[config.mk]
export PLATFORM = sky130hd
export DESIGN_NAME = adc_serial_host
export DESIGN_NICKNAME = d
export VERILOG_FILES = /design/src/rtl/adc_host_pkg.sv /design/src/rtl/adc_sclk_div.sv /design/src/rtl/adc_rx_shift.sv /design/src/rtl/adc_serial_host.sv
export SDC_FILE = /design/constraint.sdc
export NUM_CORES = 1
export LEC_CHECK = 0
export BUFFER_PORTS_ARGS = -buffer_cell sky130_fd_sc_hd__buf_2
export CAP_MARGIN = 20
export CORE_ASPECT_RATIO = 0.7
export CORE_MARGIN = 2
export CORE_UTILIZATION = 30
export CTS_CLUSTER_SIZE = 24
export DETAILED_ROUTE_END_ITERATION = 8
export MAX_ROUTING_LAYER = met4
export PLACE_DENSITY = 0.49
export SETUP_SLACK_MARGIN = 0.02
export SLEW_MARGIN = 20
export SYNTH_ARGS = -nofsm -noshare
export SYNTH_HDL_FRONTEND = slang
export SYNTH_SLANG_ARGS = --single-unit
[constraint.sdc]
create_clock -name clk -period 3.1 [get_ports clk]
set_clock_uncertainty 0.2 [all_clocks]
set_input_delay 0.31 -clock clk [delete_from_list [all_inputs] [get_ports clk]]
set_output_delay 0.31 -clock clk [all_outputs]
set_load 0.02 [all_outputs]
[src/rtl/adc_host_pkg.sv]
`timescale 1ns/1ps
package adc_host_pkg;
    typedef enum logic [1:0] {
        ST_IDLE,
        ST_XFER,
        ST_TAIL,
        ST_GAP
    } host_state_t;

    // start bit + select + odd/sign + two padding bits
    localparam int CMD_BITS  = 5;
    localparam int NULL_BITS = 2;
endpackage

[src/rtl/adc_sclk_div.sv]
`timescale 1ns/1ps
module adc_sclk_div #(
    parameter int DIV_W = 8
) (
    input  logic             clk,
    input  logic             rst_n,
    input  logic             en_i,
    input  logic [DIV_W-1:0] div_i,
    output logic             tick_o
);
    logic [DIV_W-1:0] cnt_q;

    assign tick_o = en_i && (cnt_q == div_i);

    always_ff @(posedge clk or negedge rst_n) begin
        if (!rst_n) begin
            cnt_q <= '0;
        end else if (!en_i || tick_o) begin
            cnt_q <= '0;
        end else begin
            cnt_q <= cnt_q + 1'b1;
        end
    end


    half_period_bound_chk: assert property (@(posedge clk) disable iff (!rst_n)
        en_i |-> (cnt_q <= div_i));
endmodule

[src/rtl/adc_rx_shift.sv]
`timescale 1ns/1ps
module adc_rx_shift #(
    parameter int RES_W = 8
) (
    input  logic             clk,
    input  logic             rst_n,
    input  logic             clr_i,
    input  logic             shift_i,
    input  logic             bit_i,
    output logic [RES_W-1:0] data_o
);
    logic [RES_W-1:0] sr_q;

    always_ff @(posedge clk or negedge rst_n) begin
        if (!rst_n) begin
            sr_q <= '0;
        end else if (clr_i) begin
            sr_q <= '0;
        end else if (shift_i) begin
            sr_q <= {sr_q[RES_W-2:0], bit_i};
        end
    end

    assign data_o = sr_q;
endmodule

[src/rtl/adc_serial_host.sv]
`timescale 1ns/1ps
module adc_serial_host
    import adc_host_pkg::*;
#(
    parameter int DIV_W  = 8,
    parameter int RES_W  = 8,
    parameter int CS_GAP = 4
) (
    input  logic             clk,
    input  logic             rst_n,
    input  logic             start_i,
    input  logic             three_wire_i,
    input  logic             single_ended_i,
    input  logic             odd_sign_i,
    input  logic [DIV_W-1:0] div_i,
    input  logic             dout_i,
    output logic             cs_n_o,
    output logic             sclk_o,
    output logic             din_o,
    output logic             busy_o,
    output logic             done_o,
    output logic [RES_W-1:0] result_o
);
    localparam int CNT_W = $clog2(CMD_BITS + NULL_BITS + RES_W + 1);
    localparam int GAP_W = $clog2(CS_GAP + 1);
    localparam int CFG_W = CMD_BITS - 1;
    localparam logic [CNT_W-1:0] LEAD_4W  = CNT_W'(CMD_BITS);
    localparam logic [CNT_W-1:0] LEAD_3W  = CNT_W'(1);
    localparam logic [CNT_W-1:0] NULL_CNT = CNT_W'(NULL_BITS);
    localparam logic [CNT_W-1:0] RES_CNT  = CNT_W'(RES_W);
    localparam logic [GAP_W-1:0] GAP_END  = GAP_W'(CS_GAP - 1);

    host_state_t       state_q, state_d;
    logic              three_q;
    logic [DIV_W-1:0]  div_q;
    logic [CFG_W-1:0]  cfg_sr_q;
    logic [CNT_W-1:0]  rise_cnt_q;
    logic [GAP_W-1:0]  gap_cnt_q;
    logic [CNT_W-1:0]  lead_len, first_cap, last_rise, rise_nxt;
    logic              tick, accept, rise_ev, cap_en;
    logic [RES_W-1:0]  rx_data;

    assign accept    = (state_q == ST_IDLE) && start_i;
    assign lead_len  = three_q ? LEAD_3W : LEAD_4W;
    assign first_cap = lead_len + NULL_CNT + 1'b1;
    assign last_rise = lead_len + NULL_CNT + RES_CNT;
    assign rise_nxt  = rise_cnt_q + 1'b1;
    assign rise_ev   = (state_q == ST_XFER) && tick && !sclk_o;
    assign cap_en    = rise_ev && (rise_nxt >= first_cap);
    assign busy_o    = (state_q != ST_IDLE);

    adc_sclk_div #(.DIV_W(DIV_W)) u_div (
        .clk    (clk),
        .rst_n  (rst_n),
        .en_i   ((state_q == ST_XFER) || (state_q == ST_TAIL)),
        .div_i  (div_q),
        .tick_o (tick)
    );

    adc_rx_shift #(.RES_W(RES_W)) u_rx (
        .clk     (clk),
        .rst_n   (rst_n),
        .clr_i   (accept),
        .shift_i (cap_en),
        .bit_i   (dout_i),
        .data_o  (rx_data)
    );

    always_comb begin
        state_d = state_q;
        unique case (state_q)
            ST_IDLE: if (start_i) state_d = ST_XFER;
            ST_XFER: if (rise_ev && rise_nxt == last_rise) state_d = ST_TAIL;
            ST_TAIL: if (tick) state_d = ST_GAP;
            ST_GAP:  if (gap_cnt_q == GAP_END) state_d = ST_IDLE;
            default: state_d = ST_IDLE;
        endcase
    end

    always_ff @(posedge clk or negedge rst_n) begin
        if (!rst_n) state_q <= ST_IDLE;
        else        state_q <= state_d;
    end

    always_ff @(posedge clk or negedge rst_n) begin
        if (!rst_n) begin
            cs_n_o     <= 1'b1;
            sclk_o     <= 1'b0;
            din_o      <= 1'b0;
            done_o     <= 1'b0;
            result_o   <= '0;
            three_q    <= 1'b0;
            div_q      <= '0;
            cfg_sr_q   <= '0;
            rise_cnt_q <= '0;
            gap_cnt_q  <= '0;
        end else begin
            done_o <= 1'b0;
            unique case (state_q)
                ST_IDLE: begin
                    if (start_i) begin
                        cs_n_o     <= 1'b0;
                        three_q    <= three_wire_i;
                        div_q      <= div_i;
                        rise_cnt_q <= '0;
                        din_o      <= !three_wire_i;
                        cfg_sr_q   <= three_wire_i ? '0
                                    : {single_ended_i, odd_sign_i, {(CFG_W-2){1'b0}}};
                    end
                end
                ST_XFER: begin
                    if (tick) begin
                        sclk_o <= !sclk_o;
                        if (!sclk_o) begin
                            rise_cnt_q <= rise_nxt;
                        end else begin
                            din_o    <= cfg_sr_q[CFG_W-1];
                            cfg_sr_q <= {cfg_sr_q[CFG_W-2:0], 1'b0};
                        end
                    end
                end
                ST_TAIL: begin
                    if (tick) begin
                        sclk_o    <= 1'b0;
                        cs_n_o    <= 1'b1;
                        din_o     <= 1'b0;
                        done_o    <= 1'b1;
                        result_o  <= rx_data;
                        gap_cnt_q <= '0;
                    end
                end
                ST_GAP: begin
                    gap_cnt_q <= gap_cnt_q + 1'b1;
                end
                default: ;
            endcase
        end
    end


    cs_high_sclk_low_chk: assert property (@(posedge clk) disable iff (!rst_n)
        cs_n_o |-> !sclk_o);

    din_quiet_on_high_chk: assert property (@(posedge clk) disable iff (!rst_n)
        sclk_o |-> $stable(din_o));

    three_wire_din_low_chk: assert property (@(posedge clk) disable iff (!rst_n)
        (three_q && !cs_n_o) |-> !din_o);

    done_at_cs_rise_chk: assert property (@(posedge clk) disable iff (!rst_n)
        done_o |-> (cs_n_o && !$past(cs_n_o)));

    cs_fall_when_free_chk: assert property (@(posedge clk) disable iff (!rst_n)
        $fell(cs_n_o) |-> !$past(busy_o));

    rise_count_bound_chk: assert property (@(posedge clk) disable iff (!rst_n)
        rise_cnt_q <= last_rise);
endmodule

Word-level counts from Yosys, hierarchy flattened --
Index checks and enable logic that the tools add are counted.
Word-level totals: register bits after elaboration 50, latch bits 0, bits in writable memories 0, memory bits (read-only) 0, input port bits 15, output and inout bits 13, logic and storage cells 93, memories 0
Operators by class: add/sub/neg operators 6, $mul 0, divide/modulo/power cells 0, magnitude comparators 1, equal/unequal tests 13, shift operators 0, mux-type cells 32, bitwise operators 0, reductions and logical operators 28
Operators with widths (count):
- 2-to-1 mux 4 bit | 7
- 2-to-1 mux 8 bit | 3
- case mux 4 bit (2 select lines) | 2
- != test 2 bit, second input constant | 6
- AND reduction 4 bit | 3
- nonzero test 2 bit | 6
- 2-to-1 mux 1 bit | 9
- adder 4 x 1 -> 4 bit, second input constant | 2
- adder 8 x 1 -> 8 bit, second input constant | 1
- == test 8 bit | 1
- 2-to-1 mux 2 bit | 4
- case mux 2 bit (4 select lines) | 1
- logical AND 1 bit | 6
- 2-to-1 mux 3 bit | 2
- case mux 3 bit (2 select lines) | 1
- AND reduction 2 bit | 3
- AND reduction 3 bit | 2
- AND reduction 5 bit | 1
- adder 3 x 2 -> 4 bit, second input constant | 1
- adder 4 bit, second input constant | 1
- == test 2 bit, second input constant | 2
- == test 4 bit | 1
- greater-or-equal comparator 4 bit | 1
- case mux 1 bit (2 select lines) | 2
- 9 further kinds | 12

Longest topological paths before layout --
Gate-level depths: netlist of the first run.
depth in word-level cells 8, mapped depth 8, gate-level depth less buffers 7

By module --
From an unflattened synthesis of the first run, not the netlist that was laid out.
Second synthesis, totals: cell total of the unflattened synthesis 209, area, all modules 2411.1 µm²
By module, submodules not included:
- adc_serial_host | times used 1, cells an instance 137, area each 1585.3 µm², seq. area each 802.0 µm²
- adc_sclk_div | times used 1, cells an instance 46, area each 500.5 µm², seq. area each 200.2 µm²
- adc_rx_shift | times used 1, cells an instance 26, area each 325.3 µm², seq. area each 200.2 µm²

Least setup slack after synthesis of the first run --
OpenSTA, ideal clock, no wires.
path type register -> register, from register rise_cnt_q[0], to register u_rx.sr_q[0], in the netlist u_rx.data_o[0], library setup time 131 ps, data arrival time 1815 ps, required time 2769 ps, path slack 954 ps, stages on the path, launching flop included 8, path buffers 0, period minus slack after synthesis 2146 ps, cell sequence dfrtp_1 ha_1 xor2_1 ha_1 o21a_1 o211ai_4 mux2i_1 nor2_1
On the way: word-level cells in the longest chain between the ends 4
RTL lines:
- start, declared | RTL line adc_serial_host.sv:37 | logic [CNT_W-1:0] rise_cnt_q;
- start signal, assigned | RTL line adc_serial_host.sv:115 | rise_cnt_q <= rise_nxt;
- adder 4 x 1 -> 4 bit | RTL line adc_serial_host.sv:47 | assign rise_nxt = rise_cnt_q + 1'b1;
- greater-or-equal comparator 4 bit | RTL line adc_serial_host.sv:49 | assign cap_en = rise_ev && (rise_nxt >= first_cap);
- logical AND 1 bit | RTL line adc_serial_host.sv:49
- nonzero test 2 bit (no line)
- end signal, assigned | RTL line adc_rx_shift.sv:20 | sr_q <= {sr_q[RES_W-2:0], bit_i};
- end, declared | RTL line adc_rx_shift.sv:12 | logic [RES_W-1:0] sr_q;
No other way between the ends. A chain may end at the register's enable or synchronous reset.

Final worst setup path of the first run --
Same ends and word-level chain as after synthesis.

==> metrics.md, run 1 <==
| Metric | Value |
|---|---|
| Netlist cell types | `36` |
| CP Class | `flop to flop` |
| Clock power share | `0.267` |
| First-pass DRT Iterations | `4` |
| Layout cells sized above 1 | `0.240` |
| Gp weighted congestion | `0.818` |
| Seq cells post-synth | `48` |
| Sequential Power Share | `0.387` |
| Syn Inst Count | `217` |
| Setup TNS Final | `0 ns` |
| Initial drt markers | `just over 90` |
| Pint | `1.52 mW` |
| Switching share of power | `0.352` |
| Port buffer count | `27` |
| Vias in the first global route | `1,661` |
| Max Cap Violations | `0` |
| Vias per cell | `~4.7` |
| Starting Density | `0.306` |
| Die Width | `~110 um` |
| CP endpoint kind | `flop` |
| Syn Area/Cell | `11.0 um2` |
| Most common cell after layout, fill and taps aside | `dfrtp_1` |
| Total global routing overflow | `0` |
| Largest delay share family, worst path | `compound AO/OA/AOI/OAI gates` |
| Min-Delay Path Depth | `2` |
| Sequential cell area | `between 1000 and 1500 um2` |
| Routed WL | `4830 um` |
| Net count reported at finish | `about 280` |
| N_diodes | `0` |
| Root Buffer | `clkbuf_16` |
| Beginning of the worst hold path | `div_i[3]` |
| Initial antenna violation count | `0` |
| Clock Path Buffers | `2` |
| Switching power | `between 800 and 900 uW` |
| Leakage | `1.40 nW` |
| Worst vdd ir | `0.000344 V` |
| Unrepaired setup endpoints after global routing | `false` |
| DR WL/cell | `13.8 um` |
| R2R setup slack | `slightly below 0.8 ns` |
| I/O pin count | `28` |
| CP max stage cell | `dfrtp_1` |
| Clock Sinks | `48` |
| Worst Tran Pin Value | `0.660 ns` |
| Post-synth top flop | `dfrtp_1` |
| Top sig layer | `met4` |
| Clock insertion delay at the later pin of the skew report | `0.29 ns` |
| Mapped Area | `2390 um2` |
| Row cnt | `27` |
| Vias | `1,665` |
| Max Slew Vio Count | `0` |
| Combinational Power Share | `0.346` |
| R2r endpoint | `u_rx.data_o[0]$_DFFE_PN0P_` |
| Drt drc | `0` |
| Post-synth ARST share | `1.00` |
| R2R depth | `7` |
| Core ar. | `about 7800 um2` |
| Hpwl dp | `3560 um` |
| Worst min-delay path class | `input pin to flop` |
| Commonest non-fill, non-tap cells in the layout | `dfrtp_1, buf_2, nor2_1, mux2_2, inv_1` |
| Critical-path maximum fanout | `8` |
| CTS tree | `built` |
| Yosys warns | `0` |
| CTS clk-pin slew, worst paths | `0.07 ns` |
| GRT Total Usage | `0.124` |
| Met3 WL | `206 um` |
| First-pass GRT wire length | `8300 um` |
| Setup Buffers After CTS | `0` |
| Hold Vio Cnt, Final | `0` |
| Setup-failing EPs final | `0` |
| Fin Hold WS | `0.0549 ns` |
| Pin count of the biggest net entering global routing | `28` |
| Min cycle time layout | `between 2 and 2.5 ns` |
| Critical Path Source Type | `flop` |
| Most used cell, CP | `ha_1` |
| Hold endpoint | `div_q[3]$_DFFE_PN0P_` |
| Fill cells | `768` |
| Met1 Wirelength | `~2600 um` |
| Multi-input logic area | `roughly 1100 um2` |
| Synthesized Nets | `243` |
| CP peak stage delay | `0.42 ns` |
| Worst-path cell chain | `ha_1 -> xor2_1 -> ha_1 -> o21a_1 -> o211ai_4 -> mux2i_1 -> nor2_1` |
| Fmax | `432 MHz` |
| Bufs and invs on worst path | `0` |
| Worst Path Arrival | `2.28 ns` |
| Post-synthesis sequential area ratio | `0.503` |
| H-tree depth | `2` |
| Crit Reg-Reg Startpoint | `rise_cnt_q[0]$_DFFE_PN0P_` |
| Met2 wire length | `approximately 2000 um` |
| Number of synthesized flops with an enable pin | `0` |
| Max transition margin | `0.557` |
| Final ANT Viol Nets | `0` |
| Final Cycle Share | `0.747` |
| Area Growth Syn to Fin | `18.5%` |
| Inserted Clock Buffers | `5` |
| Power Dens Cells | `827 nW/um2` |
| CP required | `3.06 ns` |
| Die H | `78.7 um` |
| Status | `complete, no violations` |
| Die area | `8700 um2` |
## sequential cells by signal, indices dropped and copies added (netlist names)
register and cells:
cs_n_o 1, three_q 1, result_o 8, u_rx.data_o 8, u_div.cnt_q 8, gap_cnt_q 3, sclk_o 1, rise_cnt_q 4
din_o 1, state_q 2, done_o 1, div_q 8, cfg_sr_q 2
## power groups by stage
stage	registers [mW]	clock network [mW]	logic (mW)
final	0.905	0.625	0.810
after CTS	0.908	0.641	0.816
after floorplan	0.897	0	0.605
after global routing	0.932	0.674	0.924
after detailed placement	0.917	0	0.809
after global placement	0.916	0	0.817
## area by class of cell
| type | count | area share |
|---|---|---|
| timing repair buffer | 32 | 0.0619 |
| clock inverter | 3 | 0.0164 |
| sequential | 48 | 0.425 |
| inverter | 13 | 0.0172 |
| tap | 101 | 0.0447 |
| multi-input combinational | 149 | 0.391 |
| clock buffer | 5 | 0.0442 |
## layer usage
metal | GRT usage | vias to the layer above
li1 | - | 807
met1 | 0.179 | 823
met2 | 0.172 | 31
met3 | 0.0270 | 4
met4 | 0.0413 | 0
met5 | - | -
## cells by family (layout without fill, tap and decap cells)
kind of cell / Yosys count / after routing / synth area share
adders and majority gates: 11 / 11 / 0.0576
xor gates and xnor gates: 16 / 16 / 0.0587
DFF: 48 / 48 / 0.503
buffers and inverters: 20 / 53 / 0.0335
AOI/OAI and AO/OA: 30 / 30 / 0.0875
muxes: 30 / 30 / 0.135
and+or+nand+nor: 62 / 62 / 0.124
## through the flow
stage                     utilization  instances  cell area, um2  total power [mW]  setup WS [ns]
after global routing            0.363        351            2830              2.53          0.453
after CTS                       0.363        351            2830              2.36          0.758
final                           0.363        351            2830              2.34          0.784
after detailed placement        0.339        342            2650              1.73          0.766
after floorplan                     -        217            2390              1.50          0.954
after global placement          0.339        342            2650              1.73          0.771
## Yosys cell counts (all sizes together), types with 3 or more instances
library cell,instances,area [um2]
o211ai,3,36.3
mux2i,12,120
clkbuf,5,18.8
and3,3,18.8
nand3,12,65.1
nor3,3,15.0
nor2b,5,31.3
o21ai,11,55.1
mux2,18,203
ha,11,138
dfrtp,47,1180
a2bb2oi,3,26.3
a21o,3,22.5
xnor2,10,87.6
inv,13,48.8
nor2,19,71.3
nand4,4,25.0
xor2,6,52.6
nand2,13,51.3
## worst max-delay path by stage
stage / from / end / slack (ns) / cells past startpoint
finish: rise_cnt_q[0]$_DFFE_PN0P_ / u_rx.data_o[0]$_DFFE_PN0P_ / 0.78 / 7
global route: state_q[0]$_DFFE_PN0P_ / state_q[0]$_DFFE_PN0P_ / 0.45 / 7
CTS: rise_cnt_q[0]$_DFFE_PN0P_ / u_rx.data_o[0]$_DFFE_PN0P_ / 0.76 / 7
detailed placement: rise_cnt_q[0]$_DFFE_PN0P_ / u_rx.data_o[0]$_DFFE_PN0P_ / 0.77 / 7
global placement: rise_cnt_q[0]$_DFFE_PN0P_ / state_q[0]$_DFFE_PN0P_ / 0.77 / 7
floorplan: rise_cnt_q[0]$_DFFE_PN0P_ / u_rx.data_o[0]$_DFFE_PN0P_ / 0.95 / 7
## timing repair
action                                 CTS  global route
resized for setup                        0             0
hold buffers                             1             0
endpoints found under the hold margin   20             0
Power figures use the tool's default switching activity.
==> run 2, diff against run 1 <==
- clock period: 3.1 -> 2.4 ns (I/O delays scaled with it)
==> metrics.md, run 2 (synthesis results as in run 1) <==
| Metric | Value |
|---|---|
| Status | `complete, no violations` |
| Vias per cell | `4.63 (-2.3%)` |
| Starting Density | `0.306 (unchanged)` |
| Routed WL | `4810 um (-0.46%)` |
| Min cycle time layout | `2.24 ns (-0.0798 ns)` |
| Area Growth Syn to Fin | `22.8%` |
| Hpwl dp | `3420 um (-4.0%)` |
| CTS clk-pin slew, worst paths | `0.07 ns (about the same)` |
| CP Class | `flop to flop` |
| CTS resizes | `0 (unchanged)` |
| Most common cell after layout, fill and taps aside | `dfrtp_1` |
| CTS tree | `built` |
| Die area | `8700 um2 (unchanged)` |
| Vias | `1,682 (+1.0%)` |
| Switching power | `1.06 mW (+29%)` |
| Placed cell areas | `2660 um2 (+0.57%)` |
| First-pass DRT Iterations | `4 (unchanged)` |
| Max Cap Violations | `0 (unchanged)` |
| Max transition margin | `0.584 (+0.0270)` |
| Worst min-delay path class | `input pin to flop` |
| I/O pin count | `28 (unchanged)` |
| Max Slew Vio Count | `0 (unchanged)` |
| Combinational Power Share | `0.370 (+0.024)` |
| Tot Pwr | `2.98 mW (+27%)` |
| CP endpoint kind | `flop` |
| Commonest non-fill, non-tap cells in the layout | `dfrtp_1, buf_2, nor2_1, mux2_2, inv_1` |
| Gp weighted congestion | `0.824 (+0.78%)` |
| Clock Sinks | `48 (unchanged)` |
| Die H | `78.7 um (unchanged)` |
| Drt drc | `0 (unchanged)` |
| H-tree depth | `2 (unchanged)` |
| Total global routing overflow | `0 (unchanged)` |
| Sequential Power Share | `0.391 (+0.004)` |
| Power Dens Cells | `1010 nW/um2 (+23%)` |
| Initial drt markers | `96 (+3.2%)` |
| Final Cycle Share | `0.932 (+0.185)` |
| CP required | `2.37 ns (-0.69 ns)` |
| Initial antenna violation count | `0 (unchanged)` |
| Pint | `1.91 mW (+26%)` |
| Unrepaired setup endpoints after global routing | `false` |
| First-pass GRT wire length | `8580 um (+3.4%)` |
| N_diodes | `0 (unchanged)` |
| Leakage | `1.46 nW (+4.0%)` |
| Port buffer count | `27 (unchanged)` |
| DR WL/cell | `13.3 um (-3.7%)` |
| Root Buffer | `clkbuf_16` |
| Row cnt | `27 (unchanged)` |
| Top sig layer | `met4` |
| Setup-failing EPs final | `0 (unchanged)` |
| Pin count of the biggest net entering global routing | `49 (+75%)` |
| Hold Vio Cnt, Final | `0 (unchanged)` |
| Clock Path Buffers | `2 (unchanged)` |
| Final instance area | `2930 um2 (+3.7%)` |
| Inserted Clock Buffers | `5 (unchanged)` |
| Worst Tran Pin Value | `0.624 ns (-0.0354 ns)` |
| Die Width | `111 um (unchanged)` |
| Fmax | `447 MHz (+3.6%)` |
| Met3 WL | `113 um (-45%)` |
| GRT Total Usage | `0.125 (+0.00110)` |
| Layout cells sized above 1 | `0.244 (+0.00427)` |
| Met1 Wirelength | `2700 um (+4.2%)` |
| Met2 wire length | `1970 um (-0.96%)` |
| Final ANT Viol Nets | `0 (unchanged)` |
| Clock power share | `0.239 (-0.028)` |
| Critical-path maximum fanout | `8 (unchanged)` |
| Worst vdd ir | `0.000456 V (+33%)` |
| Net count reported at finish | `287 (+4.4%)` |
| Vias in the first global route | `1,729 (+4.1%)` |
| Worst Path Arrival | `2.20 ns (-0.08 ns)` |
| Core ar. | `7800 um2 (unchanged)` |
| Clock insertion delay at the later pin of the skew report | `0.28 ns (about the same)` |
| Setup TNS Final | `0 ns (unchanged)` |
| Critical Path Source Type | `flop` |
| Switching share of power | `0.357 (+0.00465)` |
==> run 2: power by group through the flow <==
stage	registers [mW]	clock network, mW	logic (mW)
after floorplan	1.16	0	0.781
after global placement	1.18	0	1.07
after detailed placement	1.18	0	1.08
after CTS	1.17	0.739	1.10
after global routing	1.20	0.782	1.26
final	1.16	0.711	1.10
==> run 2: path summary, 6_finish.rpt <==
check | from | end | slack (ns) | cells after the start
worst max-delay path | rise_cnt_q[0]$_DFFE_PN0P_ | u_rx.data_o[2]$_DFFE_PN0P_ | 0.16 | 8
worst min-delay path | dout_i | u_rx.data_o[0]$_DFFE_PN0P_ | 0.002 | 3
worst max register to register | rise_cnt_q[0]$_DFFE_PN0P_ | u_rx.data_o[2]$_DFFE_PN0P_ | 0.16 | 8
worst min register to register | gap_cnt_q[2]$_DFFE_PN0P_ | gap_cnt_q[2]$_DFFE_PN0P_ | 0.29 | 2
max in group asynchronous | rst_n | div_q[3]$_DFFE_PN0P_ | 1.19 | 3
min in group asynchronous | rst_n | result_o[3]$_DFFE_PN0P_ | 0.39 | 3
==> run 2: layout make-up <==
cell class,count,area (um2)
clock buffers,6,139
clock inverters,2,13.8
fillers,781,4870
inverters,13,48.8
multi-input cells,149,1110
flip-flops and latches,48,1200
well taps,101,126
repair buffers,44,298
==> run 2: stage by stage <==
step,setup slack [ns],hold WS [ns],cells,util
final,0.164,0.00166,363,0.376
after global routing,0.0234,0.0288,363,0.376
after CTS,0.104,0.00527,361,0.372
after detailed placement,0.104,0.188,344,0.341
after global placement,0.142,0.189,344,0.341
after floorplan,0.254,-0.256,217,-
==> run 2: per-layer routing <==
layer | vias to the layer above | GRT usage
li1 | 839 | -
met1 | 819 | 0.187
met2 | 20 | 0.171
met3 | 4 | 0.0301
met4 | 0 | 0.0263
met5 | - | -
==> run 2: timing repair <==
| item | CTS | global route |
|---|---|---|
| endpoints found under the setup margin | 0 | 8 |
| hold endpoints to repair | 55 | 0 |
| hold buffers | 9 | 0 |
| setup buffers | 0 | 2 |
==> run 2: critical path: stages, from the launching register on <==
cell      delay (ns)
dfrtp_1         0.43
ha_1            0.25
xor2_1          0.15
ha_1            0.30
o21a_1          0.20
o211ai_4        0.20
buf_12          0.15
mux2i_1         0.19
nor2_1          0.05
